===== src/rtl/txi_pkg.sv =====
package txi_pkg;

    localparam int BYTE_BITS = 8;
    localparam int BIT_IDX_W = $clog2(BYTE_BITS);

    typedef logic [BYTE_BITS-1:0] txi_byte_t;
    typedef logic [BIT_IDX_W-1:0] txi_bidx_t;

endpackage


===== src/rtl/txi_ready_ctl.sv =====
module txi_ready_ctl (
    input  logic clk,
    input  logic rst_n,
    input  logic hdr_done,
    input  logic pa_en,
    output logic rdy_o
);

    typedef struct packed {
        logic rdy;
    } rdy_st_t;

    rdy_st_t st_d, st_q;

    always_comb begin
        st_d = st_q;
        if (!pa_en) begin
            st_d.rdy = 1'b0;
        end else if (hdr_done) begin
            st_d.rdy = 1'b1;
        end
        if (!rst_n) begin
            st_d = '0;
        end
    end

    always_ff @(posedge clk) begin
        st_q <= st_d;
    end

    assign rdy_o = st_q.rdy;

endmodule


===== src/rtl/txi_clkgen.sv =====
module txi_clkgen #(
    parameter int CLK_DIV = 4
) (
    input  logic clk,
    input  logic rst_n,
    input  logic run_i,
    output logic sclk_o,
    output logic fall_o
);

    localparam int HALF  = CLK_DIV / 2;
    localparam int CNT_W = (HALF > 1) ? $clog2(HALF) : 1;
    localparam logic [CNT_W-1:0] LAST = CNT_W'(HALF - 1);

    generate
        if ((CLK_DIV < 2) || (CLK_DIV % 2 != 0)) begin : g_bad_div
            $error("CLK_DIV must be an even value of at least 2");
        end
    endgenerate

    typedef struct packed {
        logic             sclk;
        logic [CNT_W-1:0] cnt;
    } gen_st_t;

    gen_st_t st_d, st_q;
    logic    fall;

    always_comb begin
        st_d = st_q;
        fall = 1'b0;
        if (!run_i) begin
            st_d.sclk = 1'b1;
            st_d.cnt  = '0;
        end else if (st_q.cnt == LAST) begin
            st_d.cnt  = '0;
            st_d.sclk = ~st_q.sclk;
            fall      = st_q.sclk;
        end else begin
            st_d.cnt = st_q.cnt + 1'b1;
        end
        if (!rst_n) begin
            st_d.sclk = 1'b1;
            st_d.cnt  = '0;
            fall      = 1'b0;
        end
    end

    always_ff @(posedge clk) begin
        st_q <= st_d;
    end

    assign sclk_o = st_q.sclk;
    assign fall_o = fall;

endmodule


===== src/rtl/txi_deser.sv =====
module txi_deser
    import txi_pkg::*;
(
    input  logic      clk,
    input  logic      rst_n,
    input  logic      run_i,
    input  logic      take_i,
    input  logic      din_i,
    output txi_byte_t byte_o,
    output logic      vld_o
);

    localparam txi_bidx_t LAST_BIT = BIT_IDX_W'(BYTE_BITS - 1);

    typedef struct packed {
        txi_byte_t sh;
        txi_bidx_t cnt;
        txi_byte_t out;
        logic      vld;
    } des_st_t;

    des_st_t   st_d, st_q;
    txi_byte_t nxt_sh;

    always_comb begin
        st_d     = st_q;
        st_d.vld = 1'b0;
        nxt_sh   = {din_i, st_q.sh[BYTE_BITS-1:1]};
        if (!run_i) begin
            st_d.sh  = '0;
            st_d.cnt = '0;
        end else if (take_i) begin
            if (st_q.cnt == LAST_BIT) begin
                st_d.out = nxt_sh;
                st_d.vld = 1'b1;
                st_d.sh  = '0;
                st_d.cnt = '0;
            end else begin
                st_d.sh  = nxt_sh;
                st_d.cnt = st_q.cnt + 1'b1;
            end
        end
        if (!rst_n) begin
            st_d = '0;
        end
    end

    always_ff @(posedge clk) begin
        st_q <= st_d;
    end

    assign byte_o = st_q.out;
    assign vld_o  = st_q.vld;

endmodule


===== src/rtl/tx_serial_intake.sv =====
module tx_serial_intake #(
    parameter int CLK_DIV = 4
) (
    input  logic       clk,
    input  logic       rst_n,
    input  logic       hdr_done,
    input  logic       pa_en,
    input  logic       ser_din,
    output logic       ser_clk_o,
    output logic       ser_rdy_o,
    output logic [7:0] byte_o,
    output logic       byte_vld_o
);

    logic rdy;
    logic fall;

    txi_ready_ctl u_rdy (
        .clk      (clk),
        .rst_n    (rst_n),
        .hdr_done (hdr_done),
        .pa_en    (pa_en),
        .rdy_o    (rdy)
    );

    txi_clkgen #(
        .CLK_DIV (CLK_DIV)
    ) u_clk (
        .clk    (clk),
        .rst_n  (rst_n),
        .run_i  (rdy),
        .sclk_o (ser_clk_o),
        .fall_o (fall)
    );

    txi_deser u_des (
        .clk    (clk),
        .rst_n  (rst_n),
        .run_i  (rdy),
        .take_i (fall),
        .din_i  (ser_din),
        .byte_o (byte_o),
        .vld_o  (byte_vld_o)
    );

    assign ser_rdy_o = rdy;

endmodule


===== config.mk =====
export PLATFORM = sky130hd
export DESIGN_NAME = tx_serial_intake
export DESIGN_NICKNAME = d
export VERILOG_FILES = /design/src/rtl/txi_pkg.sv /design/src/rtl/txi_ready_ctl.sv /design/src/rtl/txi_clkgen.sv /design/src/rtl/txi_deser.sv /design/src/rtl/tx_serial_intake.sv
export SDC_FILE = /design/constraint.sdc
export NUM_CORES = 1
export LEC_CHECK = 0
export ABC_AREA = 1
export BUFFER_PORTS_ARGS = -buffer_cell sky130_fd_sc_hd__buf_4
export CAP_MARGIN = 40
export CORE_UTILIZATION = 40
export DETAILED_ROUTE_END_ITERATION = 10
export PLACE_DENSITY = 0.7
export SLEW_MARGIN = 20
export SYNTH_ARGS = -nofsm -noshare
export SYNTH_HDL_FRONTEND = slang
export SYNTH_SLANG_ARGS = --single-unit
export TNS_END_PERCENT = 10

===== constraint.sdc =====
create_clock -name clk -period 2.7 [get_ports clk]
set_clock_uncertainty 0.15 [all_clocks]
set_input_delay 0.405 -clock clk [delete_from_list [all_inputs] [get_ports clk]]
set_output_delay 0.405 -clock clk [all_outputs]
set_load 0.02 [all_outputs]

# Word-level counts from Yosys, hierarchy flattened
# Cells that the tools add are included.
# op_classes
magnitude_cmp	0
muxes	5
mul	0
bitwise_logic	3
n_addsub	2
reduce_logical	5
n_eq_ne	1
shifts	0
div	0
# op_table
op	count
$mux 11	1
$reduce_and 3->1	2
$mux 1	4
$reduce_and 2->1	2
$add 3x1->3 const B	1
$eq 3x3->1 const B	1
$not 1->1	3
$reduce_or 3->1	1
$add 1x1->1 const B	1
# word_totals
ram_bits	0
rom_bits	0
input_bits	5
out_inout_bits	11
mem_count	0
latchBits	0
regBits	23

# Logic depth before layout (Yosys ltp)
# Gate-level depths: netlist of the first run.
# depth
ltp_word	4
depth_mapped	7
mapped_depth_nobuf	5

# Cells and area by module
# Synthesis of the first run repeated with hierarchy kept, for this count alone.
# hier_totals
hier_cells	126
hier_area_um2	943.4
# by_module_without_submodules
module	area_per_inst_um2	n_inst	seq_area_each_um2	cells_per_inst
txi_deser	833.3	1	380.4	110
txi_clkgen	78.8	1	40.0	12
txi_ready_ctl	31.3	1	20.0	4

# Worst setup path after synthesis of the first run
# No wires, ideal clock.
# synth_path
path_kind	register to register
start	register u_des.st_q[9] (netlist bit)
end	register u_des.st_q, in the netlist u_des.byte_o[4]
t_arrival_ns	1.217
required_ns	2.435
stages_incl_launch_ff	8
path_buffers	2
path_slack_ns	1.218
cell_sequence	dfxtp_1 > ha_1 > ha_1 > clkbuf_1 > buf_4 > nand3_1 > nand2_1 > nor2_1
# synth_via
elab_chain_len	2
# synth_lines
element	line	text
start, declared	txi_deser.sv:22	des_st_t st_d, st_q;
start signal, assigned	txi_deser.sv:49	st_q <= st_d;
$eq 3x3->1	txi_deser.sv:33	if (st_q.cnt == LAST_BIT) begin
$reduce_and 3->1 (no source line)	n/a	
# Every way passes these cells.
# A chain may end at the register's enable or synchronous reset.

# Worst setup path after layout of the first run
# layout_path
start	register u_des.st_q[9] (netlist bit)
end	register u_des.st_q[9] (netlist bit)
# layout_via
elab_chain_len	2
word_cells_on_any_way	3
# layout_lines
element	line
$add 3x1->3 or $eq 3x3->1 (tied branches)	txi_deser.sv:40, txi_deser.sv:33
$mux 11 (*)	txi_deser.sv:33
# Every way passes the cells marked *; elsewhere a longest branch is shown, timed or not.

==> run_summary.xml, run 1 <==
<?xml version="1.0" encoding="UTF-8"?>
<metrics>
  <group name="pwr">
    <metric name="power.ir.vdd_worst" unit="V">0.000531</metric>
    <metric name="power.net_switching" unit="W">0.000119</metric>
    <metric name="p_per_area" unit="nW/um^2">565</metric>
    <metric name="power_leakage" unit="nW">0.464</metric>
    <metric name="power_frac_comb" unit="%">3.4</metric>
    <metric name="internal_power" unit="W">0.000484</metric>
    <metric name="switching_share" unit="%">19.8</metric>
    <metric name="power.clock.fraction" unit="%">42.4</metric>
    <metric name="seq_power_share" unit="%">54.2</metric>
  </group>
  <group name="cts">
    <metric name="clock_sink_count" unit="">22</metric>
    <metric name="post_cts_resize_count" unit="">0</metric>
    <metric name="cts_max_path_buffers" unit="">2</metric>
    <metric name="postCtsSetupRepairBufs" unit="">0</metric>
    <metric name="cts.root.buffer_cell" unit="">clkbuf_4</metric>
    <metric name="cts_tree" unit="">yes</metric>
    <metric name="path_clk_slew" unit="ns">0.12</metric>
    <metric name="cts_hold_buffers" unit="">0</metric>
    <metric name="htree_num_levels" unit="">1</metric>
    <metric name="clk_latency" unit="ns">0.32</metric>
    <metric name="cts_inserted_buffers" unit="">3</metric>
  </group>
  <group name="worst_setup_path">
    <metric name="setup.worst_path.class" unit="">reg -&gt; reg</metric>
    <metric name="cp-start-kind" unit="">flip-flop</metric>
    <metric name="cp_max_fo" unit="">17</metric>
    <metric name="endpoint_kind" unit="">flip-flop</metric>
    <metric name="timing.critical_path.required" unit="ns">2.78</metric>
    <metric name="arrival" unit="ns">1.75</metric>
  </group>
  <group name="synth">
    <metric name="synth_top_cell_area_share" unit="%">44.5</metric>
    <metric name="ys_async_sr_fraction" unit="%">0</metric>
    <metric name="synthTopCellsByArea" unit="">dfxtp_1 (45%), buf_4 (7.6%), nand3_1 (7.6%)</metric>
    <metric name="yosysSeqAreaShare" unit="%">44.5</metric>
    <metric name="ys_top_cells_by_count" unit="">dfxtp_1 (22), nor2_1 (17), nand3_1 (15), buf_4 (10), inv_1 (10)</metric>
    <metric name="netlist-cell-type-count" unit="">20</metric>
    <metric name="postSynthCellCount" unit="">114</metric>
    <metric name="netlist_area" unit="sq um">990</metric>
    <metric name="synth-seq-cells" unit="">22</metric>
    <metric name="synthesis.yosys.warnings" unit="">0</metric>
    <metric name="postSynthNetCount" unit="">122</metric>
    <metric name="post_synth.cell_area_avg" unit="sq um">8.68</metric>
    <metric name="yosysMostFrequentCell" unit="">dfxtp_1</metric>
    <metric name="post_synth_edffs" unit="">0</metric>
    <metric name="yosys.area.top_type" unit="">dfxtp_1</metric>
    <metric name="yosys_most_used_dff" unit="">dfxtp_1</metric>
  </group>
  <group name="timing">
    <metric name="slew_headroom" unit="%">58.5</metric>
    <metric name="finalSetupViolCount" unit="">0</metric>
    <metric name="max_freq" unit="MHz">600</metric>
    <metric name="period_share" unit="%">61.8</metric>
    <metric name="setup_repair_after_global_routing_missed_its_margin" unit="">false</metric>
    <metric name="number_of_failing_hold_endpoints_at_the_final_stage" unit="">0</metric>
    <metric name="finalSetupTns" unit="ns">0</metric>
    <metric name="period_needed" unit="ns">1.67</metric>
    <metric name="finalMaxSlewViolations" unit="">0</metric>
    <metric name="worst_pin_slew" unit="ns">0.622</metric>
  </group>
  <group name="global_route">
    <metric name="grt_pass1_wl" unit="um">2570</metric>
    <metric name="grt_max_degree" unit="">26</metric>
    <metric name="grt_overflow_total" unit="">0</metric>
    <metric name="track_usage" unit="%">13.0</metric>
    <metric name="initial_antenna_violation_count" unit="">0</metric>
    <metric name="first_global_vias" unit="">619</metric>
  </group>
  <group name="placed_design">
    <metric name="detailed_place_hpwl" unit="um">1150</metric>
    <metric name="dpl.cell_count" unit="">143</metric>
    <metric name="gpl.final_weighted_congestion" unit="">0.721</metric>
    <metric name="placement.io_buffers" unit="">15</metric>
  </group>
  <group name="drt">
    <metric name="dr.first_iter.drc_count" unit="">11</metric>
    <metric name="via_per_inst" unit="">4.95</metric>
    <metric name="drt.antenna.violating_nets" unit="">0</metric>
    <metric name="drc" unit="">0</metric>
    <metric name="vias" unit="">728</metric>
    <metric name="post_dr_wirelength_cell" unit="um">11.3</metric>
    <metric name="totalWireLength" unit="um">1660</metric>
    <metric name="firstDrtPassIters" unit="">5</metric>
  </group>
  <group name="floorplan">
    <metric name="rows" unit="">17</metric>
    <metric name="io_pins" unit="">16</metric>
    <metric name="design.die.area" unit="sq um">2680</metric>
    <metric name="die_w" unit="um">51.7</metric>
    <metric name="floorplan.initialDensity" unit="%">43.5</metric>
    <metric name="fp.dieH" unit="um">51.7</metric>
    <metric name="core_area" unit="sq um">2280</metric>
  </group>
  <group name="finish">
    <metric name="layout-drive-gt1-share" unit="%">21.8</metric>
    <metric name="final_standard_cell_count_with_taps_included_and_fillers_excluded" unit="">147</metric>
    <metric name="final_nets" unit="">128</metric>
    <metric name="area_delta_synth_final" unit="%">7.96</metric>
    <metric name="layout.filler_cells" unit="">225</metric>
    <metric name="antenna_cells" unit="">0</metric>
  </group>
  <group name="outcome">
    <metric name="run_status" unit="">complete, no violations</metric>
  </group>
  <group name="flow_run">
    <metric name="maxCapViolations" unit="">0</metric>
  </group>
  <group name="worst_hold_path">
    <metric name="holdCritPathClass" unit="">in -&gt; reg</metric>
  </group>
</metrics>
[logic make-up after synthesis]
group / after synthesis / share of synthesized area [%]
simple gates: 44 / 21.4
buf+inv: 25 / 16.4
flops: 22 / 44.5
compound gates: 20 / 13.9
fa+ha+maj: 3 / 3.79
[metal layers]
layer | part of all wire (%) | up-vias | wire length (um) | global-route usage (%)
met3 | 4.4 | 2 | 74 | 5.26
li1 | - | 375 | - | -
met4 | 0.60 | 0 | 10 | 2.70
met5 | 0 | - | 0 | 0
met2 | 48 | 13 | 795 | 23.4
met1 | 47 | 338 | 783 | 14.4
[final cells by class]
cell class	instances	area, sq um	area share, %
clock buffer	3	22.5	2.11
timing repair buffer	15	113	10.5
sequential	22	440	41.2
inverter	11	41.3	3.86
clock inverter	1	30.0	2.81
multi-input combinational	67	387	36.2
tap	28	35.0	3.28
[path summary, 6_finish.rpt]
| kind | from | end | slack (ns) | cells after the start |
|---|---|---|---|---|
| min reg2reg | u_clk.st_q[0] | u_clk.st_q[0] | 0.33 | 1 |
| max reg2reg | u_des.st_q[9] | u_des.st_q[9] | 1.03 | 5 |
| min | hdr_done | u_rdy.rdy_o | 0.15 | 2 |
| max | u_des.st_q[9] | u_des.st_q[9] | 1.03 | 5 |
[worst max-delay path, cell delays in order, from the launching register on]
cell,delay (ns)
dfxtp_1,0.38
ha_1,0.19
ha_1,0.56
nor2_1,0.08
o21ai_0,0.16
nor2_1,0.05
[power by group through the flow]
stage               combinational (W)  sequential (W)  clock, W
floorplan                   0.0000138        0.000335         0
global placement            0.0000200        0.000335         0
detailed placement          0.0000203        0.000335         0
CTS                         0.0000204        0.000327  0.000258
global route                0.0000224        0.000328  0.000269
finish                      0.0000204        0.000327  0.000256
[state kept, by name, summed over array words and instances, names as in the netlist]
register and flops:
u_des.byte_o 8, u_des.nxt_sh 7, u_des.st_q 3, u_clk.sclk_o 1, u_clk.st_q 1, u_des.vld_o 1, u_rdy.rdy_o 1
[placed cells by master (no fill, tap or decap), drive strengths merged]
master,synthesis,layout
a21oi,8,8
buf,13,15
bufinv,0,1
clkbuf,1,3
clkinv,1,1
dfxtp,22,22
ha,3,3
inv,10,10
nand2,10,10
nand3,15,15
nor2,18,18
nor3,1,1
o211a,1,1
o21ai,4,4
o31ai,7,7
[metrics by stage]
step / instance area (sq um) / hold slack [ns] / setup slack [ns] / total power [W] / utilization, %
floorplan: 990 / 0.274 / 1.22 / 0.000349 / -
detailed placement: 1020 / 0.299 / 1.05 / 0.000355 / 44.6
finish: 1070 / 0.151 / 1.03 / 0.000604 / 46.9
CTS: 1070 / 0.150 / 1.03 / 0.000606 / 46.9
global placement: 1020 / 0.283 / 1.11 / 0.000355 / 44.6
global route: 1070 / 0.150 / 0.865 / 0.000619 / 46.9
(Power assumes the default switching activity.)
==> run 2: changes to the inputs <==
==> constraint.sdc (replaced) <==
create_clock -name clk -period 1.64 [get_ports clk]
set_clock_uncertainty 0.15 [all_clocks]
set_input_delay 0.246 -clock clk [delete_from_list [all_inputs] [get_ports clk]]
set_output_delay 0.246 -clock clk [all_outputs]
set_load 0.02 [all_outputs]
==> run_summary.xml, run 2 (synthesis results as in run 1) <==
<?xml version="1.0" encoding="UTF-8"?>
<metrics>
  <group name="finish">
    <metric name="final-seq-area" unit="sq um">440</metric>
    <metric name="multiInputGateArea" unit="sq um">387</metric>
    <metric name="most_common_cell_after_layout_fill_and_taps_aside" unit="">dfxtp_1</metric>
    <metric name="layout_common_cells" unit="">dfxtp_1 (22), nor2_1 (17), buf_4 (16)</metric>
    <metric name="antenna_cells" unit="">0</metric>
    <metric name="layout.filler_cells" unit="">211</metric>
    <metric name="final_standard_cell_count_with_taps_included_and_fillers_excluded" unit="">150</metric>
    <metric name="layout-drive-gt1-share" unit="%">22.1</metric>
    <metric name="final_nets" unit="">131</metric>
    <metric name="stdcell_area" unit="sq um">1080</metric>
    <metric name="area_delta_synth_final" unit="%">9.10</metric>
    <metric name="largest_register_ffs" unit="">8</metric>
  </group>
  <group name="cts">
    <metric name="path_clk_slew" unit="ns">0.12</metric>
    <metric name="postCtsSetupRepairBufs" unit="">0</metric>
    <metric name="cts_max_path_buffers" unit="">2</metric>
    <metric name="htree_num_levels" unit="">1</metric>
    <metric name="cts_hold_buffers" unit="">1</metric>
    <metric name="cts_tree" unit="">yes</metric>
    <metric name="post_cts_resize_count" unit="">0</metric>
    <metric name="cts.root.buffer_cell" unit="">clkbuf_4</metric>
    <metric name="clock_sink_count" unit="">22</metric>
    <metric name="clk_latency" unit="ns">0.31</metric>
    <metric name="cts_inserted_buffers" unit="">3</metric>
  </group>
  <group name="placed_design">
    <metric name="detailedPlace.worstSlack" unit="ns">0.224</metric>
    <metric name="detailed_place_hpwl" unit="um">1100</metric>
    <metric name="gpl.final_weighted_congestion" unit="">0.722</metric>
    <metric name="detailed_place.area" unit="sq um">1020</metric>
    <metric name="dpl.cell_count" unit="">144</metric>
    <metric name="placement.io_buffers" unit="">15</metric>
  </group>
  <group name="global_route">
    <metric name="grt_max_degree" unit="">26</metric>
    <metric name="busiest_layer" unit="">met2</metric>
    <metric name="grt_overflow_total" unit="">0</metric>
    <metric name="initial_antenna_violation_count" unit="">0</metric>
    <metric name="track_usage" unit="%">13.3</metric>
    <metric name="use_met3" unit="%">6.14</metric>
    <metric name="first_global_vias" unit="">615</metric>
    <metric name="grt.met1_usage" unit="%">16.1</metric>
    <metric name="grt.met2_usage" unit="%">20.8</metric>
    <metric name="grt_pass1_wl" unit="um">2550</metric>
  </group>
  <group name="timing">
    <metric name="number_of_failing_hold_endpoints_at_the_final_stage" unit="">0</metric>
    <metric name="finalMaxSlewViolations" unit="">0</metric>
    <metric name="finalSetupTns" unit="ns">0</metric>
    <metric name="worst_pin_slew" unit="ns">0.341</metric>
    <metric name="setup_repair_after_global_routing_missed_its_margin" unit="">false</metric>
    <metric name="finalSetupViolCount" unit="">0</metric>
    <metric name="post-route-worst-setup-slack" unit="ns">0.207</metric>
    <metric name="period_share" unit="%">87.4</metric>
    <metric name="period_needed" unit="ns">1.43</metric>
    <metric name="slew_headroom" unit="%">77.3</metric>
    <metric name="max_freq" unit="MHz">698</metric>
    <metric name="hold_ws" unit="ns">0.0215</metric>
  </group>
  <group name="floorplan">
    <metric name="die_w" unit="um">51.7</metric>
    <metric name="core_area" unit="sq um">2280</metric>
    <metric name="io_pins" unit="">16</metric>
    <metric name="design.die.area" unit="sq um">2680</metric>
    <metric name="rows" unit="">17</metric>
    <metric name="floorplan.initialDensity" unit="%">43.5</metric>
    <metric name="fp.dieH" unit="um">51.7</metric>
  </group>
  <group name="flow_run">
    <metric name="maxCapViolations" unit="">0</metric>
  </group>
  <group name="worst_setup_path">
    <metric name="cp_max_fo" unit="">17</metric>
    <metric name="arrival" unit="ns">1.50</metric>
    <metric name="endpoint_kind" unit="">flip-flop</metric>
    <metric name="setup.worst_path.class" unit="">reg -&gt; reg</metric>
    <metric name="timing.critical_path.required" unit="ns">1.71</metric>
    <metric name="reg2reg_path_depth" unit="">6</metric>
    <metric name="timing.reg2reg.setup_slack" unit="ns">0.21</metric>
    <metric name="cp-start-kind" unit="">flip-flop</metric>
  </group>
  <group name="drt">
    <metric name="dr.first_iter.drc_count" unit="">14</metric>
    <metric name="firstDrtPassIters" unit="">4</metric>
    <metric name="post_dr_wirelength_cell" unit="um">10.6</metric>
    <metric name="totalWireLength" unit="um">1590</metric>
    <metric name="drt.antenna.violating_nets" unit="">0</metric>
    <metric name="vias" unit="">735</metric>
    <metric name="drc" unit="">0</metric>
    <metric name="via_per_inst" unit="">4.90</metric>
  </group>
  <group name="outcome">
    <metric name="run_status" unit="">complete, no violations</metric>
  </group>
  <group name="worst_hold_path">
    <metric name="worst_hold_path_depth" unit="">3</metric>
    <metric name="holdCritPathClass" unit="">in -&gt; reg</metric>
  </group>
  <group name="pwr">
    <metric name="power.ir.vdd_worst" unit="V">0.000561</metric>
    <metric name="power_leakage" unit="nW">0.471</metric>
    <metric name="p_per_area" unit="nW/um^2">811</metric>
  </group>
</metrics>
[run 2: per-stage QoR]
| stage | power (W) | util (%) |
|---|---|---|
| finish | 0.000876 | 47.4 |
| global route | 0.000912 | 47.4 |
| CTS | 0.000886 | 47.0 |
| detailed placement | 0.000585 | 45.0 |
| global placement | 0.000584 | 45.0 |
| floorplan | 0.000575 | - |
[run 2: cell type report]
| type | instances | share of cell area, % |
|---|---|---|
| repair buffers | 18 | 13.0 |
| well taps | 28 | 3.24 |
| clock buffers | 4 | 3.36 |
| flip-flops and latches | 22 | 40.8 |
| multi-input cells | 67 | 35.8 |
| inverters | 11 | 3.82 |
[run 2: routing by layer]
| metal | wire [um] | up-vias |
|---|---|---|
| met4 | 15 | 0 |
| met5 | 0 | - |
| met2 | 713 | 16 |
| met1 | 786 | 333 |
| met3 | 77 | 4 |
| li1 | - | 382 |
[run 2: critical path, stage by stage, from the launching register on]
cell,delay [ns]
dfxtp_1,0.37
ha_1,0.18
ha_1,0.14
buf_4,0.22
nor2_1,0.07
o21ai_0,0.15
nor2_1,0.05
[run 2: worst paths after layout]
kind | to | startpoint
hold / removal | u_des.nxt_sh[6] | ser_din
setup reg to reg | u_des.st_q[9] | u_des.st_q[9]
setup / recovery | u_des.st_q[9] | u_des.st_q[9]
hold reg to reg | u_clk.st_q[0] | u_clk.st_q[0]
[run 2: report_power, final]
part,internal [W],total (W),switching (W)
clock,0.000136,0.000300,0.000164
sequential,0.000536,0.000539,0.00000226
combinational,0.0000164,0.0000372,0.0000209
total,0.000689,0.000876,0.000188
==> run 3: changes to the inputs <==
--- a/config.mk
+++ b/config.mk
@@ -8,9 +8,9 @@
 export ABC_AREA = 1
 export BUFFER_PORTS_ARGS = -buffer_cell sky130_fd_sc_hd__buf_4
 export CAP_MARGIN = 40
-export CORE_UTILIZATION = 40
+export CORE_UTILIZATION = 53
 export DETAILED_ROUTE_END_ITERATION = 10
-export PLACE_DENSITY = 0.7
+export PLACE_DENSITY = 0.86
 export SLEW_MARGIN = 20
 export SYNTH_ARGS = -nofsm -noshare
 export SYNTH_HDL_FRONTEND = slang
==> run_summary.xml, run 3 (synthesis results as in run 1) <==
<?xml version="1.0" encoding="UTF-8"?>
<metrics>
  <group name="global_route">
    <metric name="first_global_vias" unit="">649</metric>
    <metric name="grt_max_degree" unit="">26</metric>
    <metric name="initial_antenna_violation_count" unit="">0</metric>
    <metric name="grt_overflow_total" unit="">0</metric>
    <metric name="grt_pass1_wl" unit="um">2620</metric>
    <metric name="track_usage" unit="%">17.8</metric>
  </group>
  <group name="cts">
    <metric name="cts.root.buffer_cell" unit="">clkbuf_4</metric>
    <metric name="clk_latency" unit="ns">0.30</metric>
    <metric name="postCtsSetupRepairBufs" unit="">0</metric>
    <metric name="cts_tree" unit="">yes</metric>
    <metric name="cts_inserted_buffers" unit="">3</metric>
    <metric name="cts_hold_buffers" unit="">0</metric>
    <metric name="path_clk_slew" unit="ns">0.11</metric>
    <metric name="htree_num_levels" unit="">1</metric>
    <metric name="post_cts_resize_count" unit="">0</metric>
    <metric name="clock_sink_count" unit="">22</metric>
    <metric name="cts_max_path_buffers" unit="">2</metric>
  </group>
  <group name="timing">
    <metric name="slew_headroom" unit="%">76.6</metric>
    <metric name="max_freq" unit="MHz">663</metric>
    <metric name="finalSetupTns" unit="ns">0</metric>
    <metric name="worst_pin_slew" unit="ns">0.352</metric>
    <metric name="period_share" unit="%">92.0</metric>
    <metric name="finalSetupViolCount" unit="">0</metric>
    <metric name="setup_repair_after_global_routing_missed_its_margin" unit="">false</metric>
    <metric name="period_needed" unit="ns">1.51</metric>
    <metric name="post-route-worst-setup-slack" unit="ns">0.131</metric>
    <metric name="finalMaxSlewViolations" unit="">0</metric>
    <metric name="number_of_failing_hold_endpoints_at_the_final_stage" unit="">0</metric>
  </group>
  <group name="drt">
    <metric name="via_per_inst" unit="">5.10</metric>
    <metric name="dr.first_iter.drc_count" unit="">26</metric>
    <metric name="drt.antenna.violating_nets" unit="">0</metric>
    <metric name="drc" unit="">0</metric>
    <metric name="post_dr_wirelength_cell" unit="um">11.5</metric>
    <metric name="totalWireLength" unit="um">1670</metric>
    <metric name="vias" unit="">740</metric>
    <metric name="firstDrtPassIters" unit="">4</metric>
  </group>
  <group name="worst_setup_path">
    <metric name="reg2reg_path_depth" unit="">6</metric>
    <metric name="timing.critical_path.required" unit="ns">1.70</metric>
    <metric name="cp_max_fo" unit="">15</metric>
    <metric name="endpoint_kind" unit="">flip-flop</metric>
    <metric name="arrival" unit="ns">1.57</metric>
    <metric name="timing.reg2reg.setup_slack" unit="ns">0.13</metric>
    <metric name="cp-start-kind" unit="">flip-flop</metric>
    <metric name="setup.worst_path.class" unit="">reg -&gt; reg</metric>
    <metric name="r2r_start" unit="">u_des.st_q[9]</metric>
    <metric name="r2r-end" unit="">u_des.st_q[9]</metric>
  </group>
  <group name="finish">
    <metric name="layout_common_cells" unit="">dfxtp_1 (22), nor2_1 (17), nand3_1 (15), buf_4 (15), inv_1 (10)</metric>
    <metric name="layout-drive-gt1-share" unit="%">22.5</metric>
    <metric name="area_delta_synth_final" unit="%">7.96</metric>
    <metric name="final_nets" unit="">129</metric>
    <metric name="utilization" unit="%">61.2</metric>
    <metric name="largest_register_ffs" unit="">8</metric>
    <metric name="most_common_cell_after_layout_fill_and_taps_aside" unit="">dfxtp_1</metric>
    <metric name="antenna_cells" unit="">0</metric>
  </group>
  <group name="floorplan">
    <metric name="core_area" unit="sq um">1750</metric>
    <metric name="fp.dieH" unit="um">45.2</metric>
    <metric name="io_pins" unit="">16</metric>
    <metric name="floorplan.initialDensity" unit="%">56.7</metric>
    <metric name="design.die.area" unit="sq um">2040</metric>
    <metric name="rows" unit="">15</metric>
    <metric name="die_w" unit="um">45.2</metric>
  </group>
  <group name="outcome">
    <metric name="run_status" unit="">complete, no violations</metric>
  </group>
  <group name="placed_design">
    <metric name="detailedPlace.worstSlack" unit="ns">0.163</metric>
    <metric name="detailed_place_hpwl" unit="um">1250</metric>
    <metric name="placement.io_buffers" unit="">15</metric>
    <metric name="gpl.final_weighted_congestion" unit="">0.771</metric>
  </group>
  <group name="pwr">
    <metric name="power.ir.vdd_worst" unit="V">0.000538</metric>
    <metric name="p_per_area" unit="nW/um^2">806</metric>
    <metric name="power_leakage" unit="nW">0.466</metric>
  </group>
  <group name="flow_run">
    <metric name="maxCapViolations" unit="">0</metric>
  </group>
  <group name="worst_hold_path">
    <metric name="hold-path-endpoint" unit="">u_rdy.rdy_o</metric>
    <metric name="hold_start" unit="">hdr_done</metric>
    <metric name="worst_hold_path_depth" unit="">2</metric>
    <metric name="holdCritPathClass" unit="">in -&gt; reg</metric>
  </group>
</metrics>
## run 3: changes by cell type in the layout (fill, tap and decap cells not counted)
cell / change
buf_12: +1
dlygate4sd3_1: -2
buf_4: -1
## run 3: how the worst max path moves through the flow
stage	start	endpoint	slack, ns
global placement	u_des.st_q[9]	u_des.st_q[9]	0.24
CTS	u_des.st_q[9]	u_des.st_q[9]	0.15
floorplan	u_des.st_q[9]	u_des.byte_o[4]	0.16
finish	u_des.st_q[9]	u_des.st_q[9]	0.13
detailed placement	u_des.st_q[9]	u_des.st_q[9]	0.16
global route	u_des.st_q[9]	u_des.st_q[9]	0.04
## run 3: layout make-up
type	instances	area (sq um)
clock buffers	4	36.3
fillers	170	677
inverters	11	41.3
multi-input cells	67	387
flip-flops and latches	22	440
well taps	25	31.3
repair buffers	16	133
## run 3: power breakdown
part           internal, W  switching, W  total (W)  leakage, nW
sequential        0.000536    0.00000252   0.000539        0.177
clock             0.000135      0.000153   0.000289       0.0210
combinational    0.0000133     0.0000210  0.0000343        0.267
## run 3: worst max-delay path, stage by stage (launching register included)
cell	delay, ns
dfxtp_1	0.40
ha_1	0.20
ha_1	0.26
buf_12	0.17
nor2_1	0.04
o21ai_0	0.14
nor2_1	0.06
## run 3: metrics by stage
step                      hold slack, ns  cells  power [W]  area, sq um
after detailed placement           0.304    141   0.000585         1030
after CTS                         0.0212    145   0.000870         1070
after floorplan                    0.229    114   0.000575          990
after global placement             0.283    141   0.000584         1030
final                             0.0263    145   0.000862         1070
after global routing              0.0105    145   0.000895         1070
## run 3: layer usage
layer  track usage (%)  up-vias  wire [um]
met1              19.4      342        721
li1                  -      382          -
met4              3.64        0          0
met3              6.00        0         69
met5                 0        -          0
met2              33.0       16        884
